`config.mk`:
```
export PLATFORM = sky130hd
export DESIGN_NAME = scm_const_mult
export DESIGN_NICKNAME = d
export VERILOG_FILES = /design/src/rtl/scm_pkg.sv /design/src/rtl/scm_term_sum.sv /design/src/rtl/scm_repeat_chain.sv /design/src/rtl/scm_out_reg.sv /design/src/rtl/scm_const_mult.sv
export SDC_FILE = /design/constraint.sdc
export NUM_CORES = 1
export LEC_CHECK = 0
export BUFFER_PORTS_ARGS = -buffer_cell sky130_fd_sc_hd__buf_2
export CELL_PAD_IN_SITES_DETAIL_PLACEMENT = 1
export CELL_PAD_IN_SITES_GLOBAL_PLACEMENT = 2
export CORE_MARGIN = 3
export CORE_UTILIZATION = 34
export CTS_CLUSTER_SIZE = 24
export DETAILED_ROUTE_END_ITERATION = 10
export PLACE_DENSITY_LB_ADDON = 0.2
export SYNTH_ARGS = -nofsm -noshare
export SYNTH_HDL_FRONTEND = slang
export SYNTH_SLANG_ARGS = --single-unit
```
`constraint.sdc`:
```
create_clock -name clk -period 8.15 [get_ports clk]
set_clock_uncertainty 0.2 [all_clocks]
set_input_delay 0 -clock clk [delete_from_list [all_inputs] [get_ports clk]]
set_output_delay 0 -clock clk [all_outputs]
set_load 0.05 [all_outputs]
```
`src/rtl/scm_pkg.sv`:
```
package scm_pkg;

    localparam int Q_W        = 28;
    localparam int MAX_TERMS  = 8;
    localparam int MAX_REP    = 4;
    localparam int GUARD_DEF  = 8;
    localparam int HEAD_DEF   = 24;

    typedef enum logic [1:0] {
        COEF_0P7  = 2'd0,
        COEF_0P01 = 2'd1,
        COEF_X5   = 2'd2
    } coef_e;

    // One signed digit: add or subtract the operand shifted left by lsh.
    typedef struct packed {
        logic       neg;
        logic [5:0] lsh;
    } term_t;

    // Integer numerator K of the constant, written as signed digits.
    // 0.7  : K = 21    = 16 + 4 + 1
    // 0.01 : K = 41943 = 2^15 + 2^13 + 2^10 - 2^6 + 2^4 + 2^3 - 2^0
    // 5    : K = 5     = 4 + 1
    function automatic int n_terms(coef_e c);
        case (c)
            COEF_0P7:  return 3;
            COEF_0P01: return 7;
            default:   return 2;
        endcase
    endfunction

    function automatic term_t term_at(coef_e c, int i);
        term_t t;
        t = '{neg: 1'b0, lsh: 6'd0};
        case (c)
            COEF_0P7: begin
                case (i)
                    0: t.lsh = 6'd4;
                    1: t.lsh = 6'd2;
                    default: t.lsh = 6'd0;
                endcase
            end
            COEF_0P01: begin
                case (i)
                    0: t.lsh = 6'd15;
                    1: t.lsh = 6'd13;
                    2: t.lsh = 6'd10;
                    3: begin t.lsh = 6'd6; t.neg = 1'b1; end
                    4: t.lsh = 6'd4;
                    5: t.lsh = 6'd3;
                    6: begin t.lsh = 6'd0; t.neg = 1'b1; end
                    default: t.lsh = 6'd0;
                endcase
            end
            default: begin
                case (i)
                    0: t.lsh = 6'd2;
                    default: t.lsh = 6'd0;
                endcase
            end
        endcase
        return t;
    endfunction

    // Power-of-two denominator applied after the digit sum.
    function automatic int frac_shift(coef_e c);
        case (c)
            COEF_0P7:  return 5;
            COEF_0P01: return 22;
            default:   return 0;
        endcase
    endfunction

    // Repeating expansion: multiply by (1 + 2^-P)(1 + 2^-2P)... for n stages,
    // which approximates 1 / (1 - 2^-P).
    function automatic int rep_base(coef_e c);
        case (c)
            COEF_0P7:  return 4;
            COEF_0P01: return 20;
            default:   return 0;
        endcase
    endfunction

    function automatic int rep_count(coef_e c);
        case (c)
            COEF_0P7:  return 3;
            COEF_0P01: return 1;
            default:   return 0;
        endcase
    endfunction

endpackage

```
`src/rtl/scm_term_sum.sv`:
```
module scm_term_sum #(
    parameter scm_pkg::coef_e COEF    = scm_pkg::COEF_0P7,
    parameter int             DATA_W  = 28,
    parameter int             SUM_W   = 60,
    parameter int             GUARD_W = 8
) (
    input  logic [DATA_W-1:0]        din,
    output logic signed [SUM_W-1:0]  sum
);

    localparam int NT = scm_pkg::n_terms(COEF);

    logic signed [SUM_W-1:0] base;
    logic signed [SUM_W-1:0] part [scm_pkg::MAX_TERMS+1];

    // Sign-extend and move the operand above the guard bits.
    assign base    = {{(SUM_W-DATA_W){din[DATA_W-1]}}, din} <<< GUARD_W;
    assign part[0] = '0;

    for (genvar i = 0; i < scm_pkg::MAX_TERMS; i++) begin : g_term
        localparam scm_pkg::term_t T = scm_pkg::term_at(COEF, i);
        if (i >= NT) begin : g_pass
            assign part[i+1] = part[i];
        end else if (T.neg) begin : g_sub
            assign part[i+1] = part[i] - (base <<< T.lsh);
        end else begin : g_add
            assign part[i+1] = part[i] + (base <<< T.lsh);
        end
    end

    assign sum = part[scm_pkg::MAX_TERMS];

endmodule

```
`src/rtl/scm_repeat_chain.sv`:
```
module scm_repeat_chain #(
    parameter scm_pkg::coef_e COEF  = scm_pkg::COEF_0P7,
    parameter int             SUM_W = 60
) (
    input  logic signed [SUM_W-1:0] acc_in,
    output logic signed [SUM_W-1:0] acc_out
);

    localparam int NR = scm_pkg::rep_count(COEF);
    localparam int PB = scm_pkg::rep_base(COEF);

    logic signed [SUM_W-1:0] stg [scm_pkg::MAX_REP+1];

    assign stg[0] = acc_in;

    for (genvar j = 0; j < scm_pkg::MAX_REP; j++) begin : g_rep
        if (j < NR) begin : g_on
            localparam int SH = PB << j;
            // Arithmetic shift keeps the sign; dropped bits fall in guard range.
            assign stg[j+1] = stg[j] + (stg[j] >>> SH);
        end else begin : g_off
            assign stg[j+1] = stg[j];
        end
    end

    assign acc_out = stg[scm_pkg::MAX_REP];

endmodule

```
`src/rtl/scm_out_reg.sv`:
```
module scm_out_reg #(
    parameter int DATA_W = 28,
    parameter int SUM_W  = 60,
    parameter int DROP_W = 13
) (
    input  logic                    clk,
    input  logic                    rst,
    input  logic signed [SUM_W-1:0] acc,
    output logic [DATA_W-1:0]       dout
);

    logic [DATA_W-1:0] q;
    logic              unused_acc_bits;

    // Taking bits above DROP_W is a floor division by 2^DROP_W followed by
    // a modulo-2^DATA_W wrap.
    always_ff @(posedge clk) begin
        if (rst) q <= '0;
        else     q <= acc[DROP_W +: DATA_W];
    end

    assign unused_acc_bits = ^{acc[DROP_W-1:0], acc[SUM_W-1:DROP_W+DATA_W]};
    assign dout = q;

    p_reset_clear_r3: assert property (@(posedge clk)
        rst |=> (dout == '0));

endmodule

```
`src/rtl/scm_const_mult.sv`:
```
module scm_const_mult #(
    parameter scm_pkg::coef_e COEF    = scm_pkg::COEF_0P7,
    parameter int             DATA_W  = scm_pkg::Q_W,
    parameter int             HEAD_W  = scm_pkg::HEAD_DEF,
    parameter int             GUARD_W = scm_pkg::GUARD_DEF
) (
    input  logic              clk,
    input  logic              rst,
    input  logic [DATA_W-1:0] x_in,
    output logic [DATA_W-1:0] y_out
);

    localparam int SUM_W  = DATA_W + HEAD_W + GUARD_W;
    localparam int DROP_W = scm_pkg::frac_shift(COEF) + GUARD_W;

    logic signed [SUM_W-1:0] digit_sum;
    logic signed [SUM_W-1:0] series_sum;

    scm_term_sum #(
        .COEF(COEF), .DATA_W(DATA_W), .SUM_W(SUM_W), .GUARD_W(GUARD_W)
    ) u_terms (
        .din(x_in),
        .sum(digit_sum)
    );

    scm_repeat_chain #(
        .COEF(COEF), .SUM_W(SUM_W)
    ) u_series (
        .acc_in(digit_sum),
        .acc_out(series_sum)
    );

    scm_out_reg #(
        .DATA_W(DATA_W), .SUM_W(SUM_W), .DROP_W(DROP_W)
    ) u_out (
        .clk(clk),
        .rst(rst),
        .acc(series_sum),
        .dout(y_out)
    );

    p_zero_r7: assert property (@(posedge clk) disable iff (rst)
        ($past(!rst) && ($past(x_in) == '0)) |-> (y_out == '0));

    if (COEF == scm_pkg::COEF_X5) begin : g_chk_x5
        p_exact_x5_r6: assert property (@(posedge clk) disable iff (rst)
            $past(!rst) |-> (y_out == DATA_W'($past(x_in) * 5)));
    end else if (COEF == scm_pkg::COEF_0P7) begin : g_chk_07
        p_tol_07_r4: assert property (@(posedge clk) disable iff (rst)
            $past(!rst) |->
            ((longint'($signed(y_out)) * 10 - longint'($signed($past(x_in))) * 7) >= -80));
        p_floor_07_r8: assert property (@(posedge clk) disable iff (rst)
            $past(!rst) |->
            ((longint'($signed(y_out)) * 10 - longint'($signed($past(x_in))) * 7) <= 0));
        p_sign_07_r9: assert property (@(posedge clk) disable iff (rst)
            $past(!rst) |-> (y_out[DATA_W-1] == $past(x_in[DATA_W-1])));
    end else begin : g_chk_001
        p_tol_001_r5: assert property (@(posedge clk) disable iff (rst)
            $past(!rst) |->
            ((longint'($signed(y_out)) * 100 - longint'($signed($past(x_in)))) >= -800));
        p_floor_001_r8: assert property (@(posedge clk) disable iff (rst)
            $past(!rst) |->
            ((longint'($signed(y_out)) * 100 - longint'($signed($past(x_in)))) <= 0));
        p_sign_001_r9: assert property (@(posedge clk) disable iff (rst)
            $past(!rst) |-> (y_out[DATA_W-1] == $past(x_in[DATA_W-1])));
    end

endmodule

```
==> key figures, run 1 <==
Critical path
  • CP endpoint kind: flip-flop
  • Worst path most repeated cell: a21oi_2
  • Worst EP arrival: 9480 ps
  • Worst Path Required: 8140 ps
  • CP max stage delay: 390 ps
  • Crit path launch type: input pin
  • Crit Path Category: in2reg
  • Worst Path Max Fanout: 4
  • Critical-path top delay cell: fa_2

Floorplan
  • Core Region: 0.0230 mm2
  • Die Y: 160 um
  • Initial Util: 35.1%
  • Row count: 55
  • Die ar.: 0.0256 mm2
  • Die width: 160 um
  • I/O pin count: 58

Drt
  • Drt initial violations: 644
  • Final ANT Viol Nets: 0
  • DR vias: 11155
  • Per-cell routed wire length: 24.1 um
  • Drt total wl: 45.8 mm
  • DRT Pass-1 Iters: 5
  • Vias per Instance: 5.87
  • Drt drc: 0

Clock tree
  • Clock Tree Buf Depth: 2
  • Hold_buf cts: 0
  • Root Driver: clkbuf_16
  • H-tree levels: 1
  • CTS tree: yes
  • Num Clock Sinks: 28
  • Number of CTS-inserted buffers: 3
  • Clk slew on worst S/H paths: 60 ps

Timing
  • Min Hold Slack: 14.7 ps
  • Final Setup Violations: 28
  • Pin slew with the least headroom to its limit: 601 ps
  • Max-slew violation count: 0
  • Setup slack after layout: -1340 ps
  • Hold Fails Final Rpt: 0
  • Tcrit/Tclk final: 116%
  • Max Freq: 105 MHz
  • RSZ-0062 raised after global routing: yes
  • Period minus WS final: 9490 ps
  • Relative slew margins: 59.5%

Yosys
  • Synth Cell Area: 0.00806 mm2
  • Distinct cells, synth: 87
  • Register area share after synthesis: 6.95%
  • Post-synth EDFFs: 0
  • Asr flop ratio synth: 0%
  • Syn_nets: 1228
  • Synth Flop Type: dfxtp_1
  • Mapped Cells: 1030
  • Seq cells post-synth: 28
  • Total of warnings raised by yosys: 0
  • Syn avg cell area: 7.83 um2

Global route
  • GRT Util Overall: 26.1%
  • Initial antenna violation count: 0
  • First-pass GRT wire length: 56.4 mm
  • Remaining Overflow, GRT: 0
  • Largest net degree at the start of global routing: 32
  • Vias in the first global route: 11307

Hold path
  • HP Class: in2reg

Final layout
  • Area delta synth->final: 81.4%
  • Nets@finish: 1785
  • Share of layout cells above drive strength 1: 54.4%
  • Number of diodes: 0
  • Non-filler cells, final: 1899
  • Final cell utilization of the core: 63.7%
  • Max reg flops: 28

Placed design
  • Cells after DPL: 1809
  • Port Buffers: 57
  • Detailed placement HPWL: 25.4 mm
  • GPL Wtd Cong: 0.903

Flow run
  • Max Cap Viol: 0

Run status
  • Failing checks: negative setup slack
  • Status: complete, but fails checks
-- worst paths after layout --
kind,startpoint,endpoint,depth (start not counted),slack (ps)
worst min-delay path,rst,u_out.dout[23]$_SDFF_PP0_,2,10
worst max-delay path,x_in[3],u_out.dout[25]$_SDFF_PP0_,49,-1340
-- kinds of logic after synthesis --
kind of cell | after synthesis | synth area share (%)
flops | 28 | 6.95
compound gates | 360 | 29.9
mux | 7 | 0.915
xor+xnor | 107 | 11.7
simple gates | 306 | 19.1
fa+ha+maj | 168 | 28.7
buf+inv | 54 | 2.78
-- metrics by stage --
| stage | worst slack, ps | setup TNS, ps | instance area (um2) |
|---|---|---|---|
| final | -1340 | -20820 | 14600 |
| after global placement | -948 | -17270 | 12100 |
| after floorplan | -107 | -139 | 8360 |
| after CTS | -409 | -3230 | 13500 |
| after global routing | -1650 | -29970 | 14600 |
| after detailed placement | -1180 | -23140 | 12100 |
-- metal layers --
metal / vias to the layer above / part of all wire (%) / GRT usage, %
met5: - / 0 / 0
met4: 0 / 7.3 / 12.2
met3: 234 / 3.7 / 1.37
met2: 499 / 52 / 50.2
met1: 5477 / 37 / 29.3
li1: 4945 / - / -
-- cells in the mapped netlist (all sizes together), types with 16 or more instances --
library cell  count  area share (%)
nor2b            18             1.4
inv              41             1.9
xnor2            76             8.3
nand4            16             1.2
nand2            66             3.1
nor2             88             4.1
a21oi           120             7.5
o21bai           16             1.5
a21o             57             5.3
nand2b           20             1.6
nand3            20             1.2
ha              140              22
dfxtp            28             7.0
o21ai            63             4.0
fa               28             7.0
xor2             31             3.5
-- critical path: cells and delay by family --
family / cells / cell delay (ps)
AOI/OAI and AO/OA: 26 / 5040
xor gates and xnor gates: 3 / 730
adders and majority gates: 6 / 1800
buffers and inverters: 5 / 640
and+or+nand+nor: 9 / 1210
-- cell usage in the layout (no fill, tap or decap), types with 7 or more instances in the layout --
cell type,netlist,routed
nor2_2,0,7
a21oi_1,118,56
buf_2,0,54
a21oi_4,0,12
buf_6,1,28
o21a_1,10,9
ha_1,140,104
nand3_1,20,13
o21ai_2,1,14
a21o_1,55,55
xnor2_1,76,41
nor2_1,88,75
ha_4,0,31
nand2_1,65,60
and2_1,10,8
xor2_2,1,7
and3_4,0,8
nand2b_1,20,19
nor3_1,15,11
a21oi_2,2,52
o21ai_4,0,7
o21bai_1,16,11
inv_1,41,37
o21ai_0,49,17
nand4_1,16,16
nor2b_1,18,15
buf_4,1,482
xnor2_2,0,32
dfxtp_1,28,28
o21ai_1,13,25
fa_1,28,27
xor2_1,30,23
-- layout make-up --
type / count / area [um2]
Tap cell: 313 / 392
Timing Repair Buffer: 565 / 4220
Inverter: 41 / 156
Clock buffer: 4 / 88.8
Multi-Input combinational cell: 948 / 9210
Fill cell: 2705 / 8350
Sequential cell: 28 / 561
-- repair_timing --
action,in CTS,in global routing
buffers inserted,42,52
setup endpoints to repair,26,28
gates cloned,0,0
pin swaps,110,124
gates resized for setup,180,152
Power of run 1 is not shown: default switching activity piles up to over one toggle a cycle in this logic, so the estimate is an artifact.
==> run 2: changes to the inputs <==
CORE_UTILIZATION = 38   (was 34)
PLACE_DENSITY = 0.93   (was unset)
PLACE_DENSITY_LB_ADDON = unset   (was 0.2)
clock period = 10.08 ns   (was 8.15 ns; I/O delays follow)
==> run 2 against run 1 <==
  * The run ends with negative hold slack left
  * Die area is 10% lower
  * Flip-flop and latch count stayed put
  * Non-clock buffer count is 481 lower
  * Critical endpoint is now u_out.dout[20]$_SDFF_PP0_
==> key figures, run 2 (synthesis gave the netlist of run 1 again) <==
Critical path
  • Worst Path Max Fanout: 7
  • Worst path most repeated cell: a21oi_1
  • Worst Path Required: 10030 ps
  • CP max stage delay: 570 ps
  • Crit Path Category: in2reg
  • Worst EP arrival: 9330 ps
  • Crit path launch type: input pin
  • Critical-path top delay cell: fa_1
  • CP endpoint kind: flip-flop

Timing
  • Pin slew with the least headroom to its limit: 597 ps
  • Tcrit/Tclk final: 93.1%
  • Relative slew margins: 59.9%
  • Max Freq: 107 MHz
  • Hold Fails Final Rpt: 2
  • Min Hold Slack: -0.541 ps
  • Period minus WS final: 9390 ps
  • Final Setup Violations: 0
  • Max-slew violation count: 0

Floorplan
  • Initial Util: 39.2%
  • I/O pin count: 58
  • Die width: 152 um
  • Row count: 52
  • Die ar.: 0.0230 mm2
  • Core Region: 0.0206 mm2
  • Die Y: 152 um

Run status
  • Failing checks: negative hold slack
  • Status: complete, but fails checks

Clock tree
  • H-tree levels: 1
  • Root Driver: clkbuf_16
  • Clk slew on worst S/H paths: 60 ps
  • Number of CTS-inserted buffers: 3
  • Clock Tree Buf Depth: 2
  • Num Clock Sinks: 28
  • CTS tree: yes

Drt
  • DRT Pass-1 Iters: 4
  • Per-cell routed wire length: 17.2 um
  • Drt initial violations: 346
  • Vias per Instance: 5.74
  • Drt total wl: 23.6 mm
  • DR vias: 7893
  • Drt drc: 0
  • Final ANT Viol Nets: 0

Global route
  • GRT Util Overall: 20.2%
  • Largest net degree at the start of global routing: 32
  • First-pass GRT wire length: 39.0 mm
  • Remaining Overflow, GRT: 0
  • Vias in the first global route: 8000
  • Initial antenna violation count: 0

Placed design
  • Port Buffers: 57
  • Area post-placement: 0.00882 mm2
  • Detailed placement HPWL: 20.6 mm
  • Cells after DPL: 1371
  • GPL Wtd Cong: 0.893

Final layout
  • Number of diodes: 0
  • Storage cell area: 561 um2
  • Area delta synth->final: 11.4%
  • Share of layout cells above drive strength 1: 12.9%
  • Final cell utilization of the core: 43.7%
  • Commonest cells after routing, fill and taps aside: ha_1, a21oi_1, nor2_1, xnor2_1, nand2_1
  • Design Area, Final: 0.00898 mm2
  • Fill count: 2608
  • Non-filler cells, final: 1375
  • Multi-input gate area: 0.00736 mm2
  • Max reg flops: 28
  • Nets@finish: 1304
  • Commonest non-fill, non-tap cell in the layout: ha_1

Hold path
  • HP Class: in2reg

Flow run
  • Max Cap Viol: 0
## run 2: final timing paths
kind	start	cells after the start	slack, ps	to
worst max-delay path	x_in[0]	44	690	u_out.dout[20]$_SDFF_PP0_
worst min-delay path	rst	2	-0.5	u_out.dout[26]$_SDFF_PP0_
## run 2: timing repair
| item | CTS | global route |
|---|---|---|
| buffers inserted | 0 | 0 |
| endpoints found under the setup margin | 0 | 11 |
| hold buffers | 0 | 0 |
| gates resized for setup | 0 | 18 |
## run 2: area by class of cell
class                           instances  area share [%]
Multi-Input combinational cell        948            81.9
Tap cell                              270            3.76
Sequential cell                        28            6.24
Clock buffer                            4           0.989
Timing Repair Buffer                   84            5.43
Inverter                               41            1.71
## run 2: metrics by stage
step	worst slack [ps]	setup TNS, ps
after floorplan	1220	0
after detailed placement	171	0
final	694	0
after global placement	449	0
after CTS	439	0
after global routing	-16.1	-23.4
## run 2: worst max-delay path: cells and delay by family
| family | cells | cell delay (ps) |
|---|---|---|
| AOI/OAI and AO/OA | 25 | 4990 |
| and+or+nand+nor | 10 | 1770 |
| muxes | 1 | 330 |
| adders and majority gates | 5 | 1750 |
| xor gates and xnor gates | 1 | 160 |
| buffers and inverters | 2 | 320 |
## run 2: layer usage
| layer | vias up | part of all wire [%] | track usage (%) |
|---|---|---|---|
| met5 | - | 0 | 0 |
| met4 | 0 | 1.5 | 4.04 |
| met3 | 22 | 2.3 | 0.684 |
| met2 | 123 | 48 | 35.7 |
| met1 | 3771 | 49 | 27.7 |
| li1 | 3977 | - | - |
Power of run 2 is left out for the same reason.
==> run 3: changes to the inputs <==
ABC_AREA = 1   (was unset)
CORE_UTILIZATION = 35   (was 38)
PLACE_DENSITY = 0.92   (was 0.93)
==> run 3 against run 2 <==
  * Wire length is 22% higher
  * Fmax increased by 14%
  * Final cell count grew 30%
  * Via count grew 20%
  * Critical path depth rose by 1
  * Die area increased by 18%
  * Worst setup slack better by 1200 ps
  * The run now ends clean
  * Design area increased by 7.2%
  * Hold slack better by 180 ps
  * Count of clock-buffer cells in the layout fell by 1
  * Critical endpoint is now u_out.dout[17]$_SDFF_PP0_
  * Largest cell class unchanged
==> key figures, run 3 <==
Timing
  • Final Setup Violations: 0
  • Period minus WS final: 8210 ps
  • Fin Setup TNS: 0 ps
  • Max Freq: 122 MHz
  • Relative slew margins: 27.7%
  • Max-slew violation count: 0
  • Min Hold Slack: 180 ps
  • Tcrit/Tclk final: 81.5%
  • RSZ-0062 raised after global routing: no
  • Pin slew with the least headroom to its limit: 1080 ps
  • Hold Fails Final Rpt: 0

Critical path
  • Worst Path Max Fanout: 7
  • Worst EP arrival: 8200 ps
  • Worst path most repeated cell: nand2_1
  • CP endpoint kind: flip-flop
  • Critical-path top delay cell: fa_1
  • CP max stage delay: 490 ps
  • Worst Path Required: 10070 ps
  • Crit Path Category: in2reg
  • Crit path launch type: input pin

Yosys
  • Register area share after synthesis: 6.35%
  • Total of warnings raised by yosys: 0
  • Seq cells post-synth: 28
  • Distinct cells, synth: 53
  • Synth Flop Type: dfxtp_1
  • Synth Cell Area: 0.00883 mm2
  • Post-synth EDFFs: 0
  • Syn avg cell area: 6.31 um2
  • Asr flop ratio synth: 0%
  • Share of Yosys cell area claimed by the top area cell type: 19.8%
  • Dominant cells by area after synthesis: ha_1, nand2_1, a21oi_1, inv_1, dfxtp_1
  • Synth cell count leaders: nand2_1, inv_1, a21oi_1, nor2_1, ha_1
  • Most frequent cell after synthesis: nand2_1
  • Leading area contributor after synthesis: ha_1
  • Syn_nets: 1598
  • Mapped Cells: 1400

Run status
  • Status: complete, no violations

Final layout
  • Max reg flops: 28
  • Number of diodes: 0
  • Commonest cells after routing, fill and taps aside: nand2_1, inv_1, a21oi_1, nor2_1, ha_1
  • Nets@finish: 1659
  • Design Area, Final: 0.00963 mm2
  • Area delta synth->final: 9.02%
  • Fill count: 3396
  • Commonest non-fill, non-tap cell in the layout: nand2_1
  • Share of layout cells above drive strength 1: 7.33%

Hold path
  • Hold depth: 6
  • HP Class: in2reg
  • Hold_sp: x_in[27]
  • WHS Endpoint: u_out.dout[27]$_SDFF_PP0_

Drt
  • DR vias: 9457
  • DRT Pass-1 Iters: 5
  • Final ANT Viol Nets: 0
  • Drt drc: 0
  • Per-cell routed wire length: 16.2 um
  • Drt initial violations: 289
  • Vias per Instance: 5.30
  • Drt total wl: 28.9 mm

Clock tree
  • Postcts setup bufs: 0
  • H-tree levels: 1
  • Root Driver: clkbuf_16
  • Num Clock Sinks: 28
  • Number of CTS-inserted buffers: 3
  • Clock Tree Buf Depth: 2
  • CTS resizes: 0
  • CTS tree: yes
  • Clk slew on worst S/H paths: 60 ps

Placed design
  • Detailed placement HPWL: 26.2 mm
  • Port Buffers: 57
  • GPL Wtd Cong: 0.910
  • Area post-placement: 0.00951 mm2

Global route
  • Initial antenna violation count: 0
  • First-pass GRT wire length: 47.5 mm
  • Remaining Overflow, GRT: 0
  • GRT Util Overall: 21.2%
  • Vias in the first global route: 9853
  • Largest net degree at the start of global routing: 27

Flow run
  • Max Cap Viol: 0

Floorplan
  • Die ar.: 0.0272 mm2
  • Core Region: 0.0245 mm2
  • Initial Util: 36.0%
  • Row count: 57
  • I/O pin count: 58
  • Die width: 165 um
  • Die Y: 165 um
## run 3: cell types whose count changed after synthesis, sizes merged, moves of 11 or more
cell,change
inv,+141
o21ai,+26
nor2b,-18
nand2b,-20
a21o,-43
xor2,+25
nand2,+253
nor2,+61
and3,-11
nand3,+42
xnor2,-48
a21oi,+58
## run 3: area by class of cell
class | count | area (um2) | share of cell area, %
multi-input cells | 1188 | 7580 | 78.7
inverters | 182 | 683 | 7.09
flip-flops and latches | 28 | 561 | 5.82
well taps | 324 | 405 | 4.21
clock buffers | 3 | 75.1 | 0.780
clock inverters | 1 | 30.0 | 0.312
repair buffers | 58 | 295 | 3.07
## run 3: routing by layer
layer  share of wire [%]  track usage (%)  up-vias
met1                  46             26.2     4415
li1                    -                -     4866
met5                   0                0        -
met2                  50             39.7      125
met3                 1.5            0.727       51
met4                 3.1             6.33        0
## run 3: cell families (layout without fill, tap and decap cells)
kind of cell / count (synthesis) / after routing / share of synthesized area, %
AOI/OAI and AO/OA: 363 / 363 / 23.4
xor gates and xnor gates: 84 / 84 / 8.54
buffers and inverters: 184 / 244 / 7.83
adders and majority gates: 168 / 168 / 26.2
DFF: 28 / 28 / 6.35
and+or+nand+nor: 573 / 573 / 27.7
## run 3: worst max-delay path, delay by kind of cell
kind | cells | cell delay [ps]
AOI/OAI and AO/OA | 17 | 3330
adders and majority gates | 5 | 1960
and+or+nand+nor | 17 | 1890
xor gates and xnor gates | 3 | 750
buffers and inverters | 3 | 270
## run 3: timing repair
| action | 4_1_cts | 5_1_grt |
|---|---|---|
| endpoints found under the hold margin | 2 | 0 |
| hold buffers | 1 | 0 |
| endpoints found under the setup margin | 0 | 0 |
## run 3: through the flow
stage	worst slack, ps	utilization [%]	std cells
4_1_cts	1770	39.2	1784
5_1_grt	1030	39.2	1784
3_5_place_dp	1540	38.8	1779
6_report	1870	39.2	1784
2_1_floorplan	3400	-	1400
3_3_place_gp	1770	38.8	1779
## run 3: worst max-delay path by stage
stage                                      endpoint  slack, ps  cells after the start  startpoint
after floorplan           u_out.dout[27]$_SDFF_PP0_       3400                     45     x_in[4]
after global placement    u_out.dout[17]$_SDFF_PP0_       1770                     45     x_in[4]
after detailed placement  u_out.dout[17]$_SDFF_PP0_       1540                     45     x_in[4]
after CTS                 u_out.dout[17]$_SDFF_PP0_       1770                     45     x_in[4]
after global routing      u_out.dout[17]$_SDFF_PP0_       1030                     45     x_in[4]
final                     u_out.dout[17]$_SDFF_PP0_       1870                     45     x_in[4]
Power of run 3 is left out for the same reason.
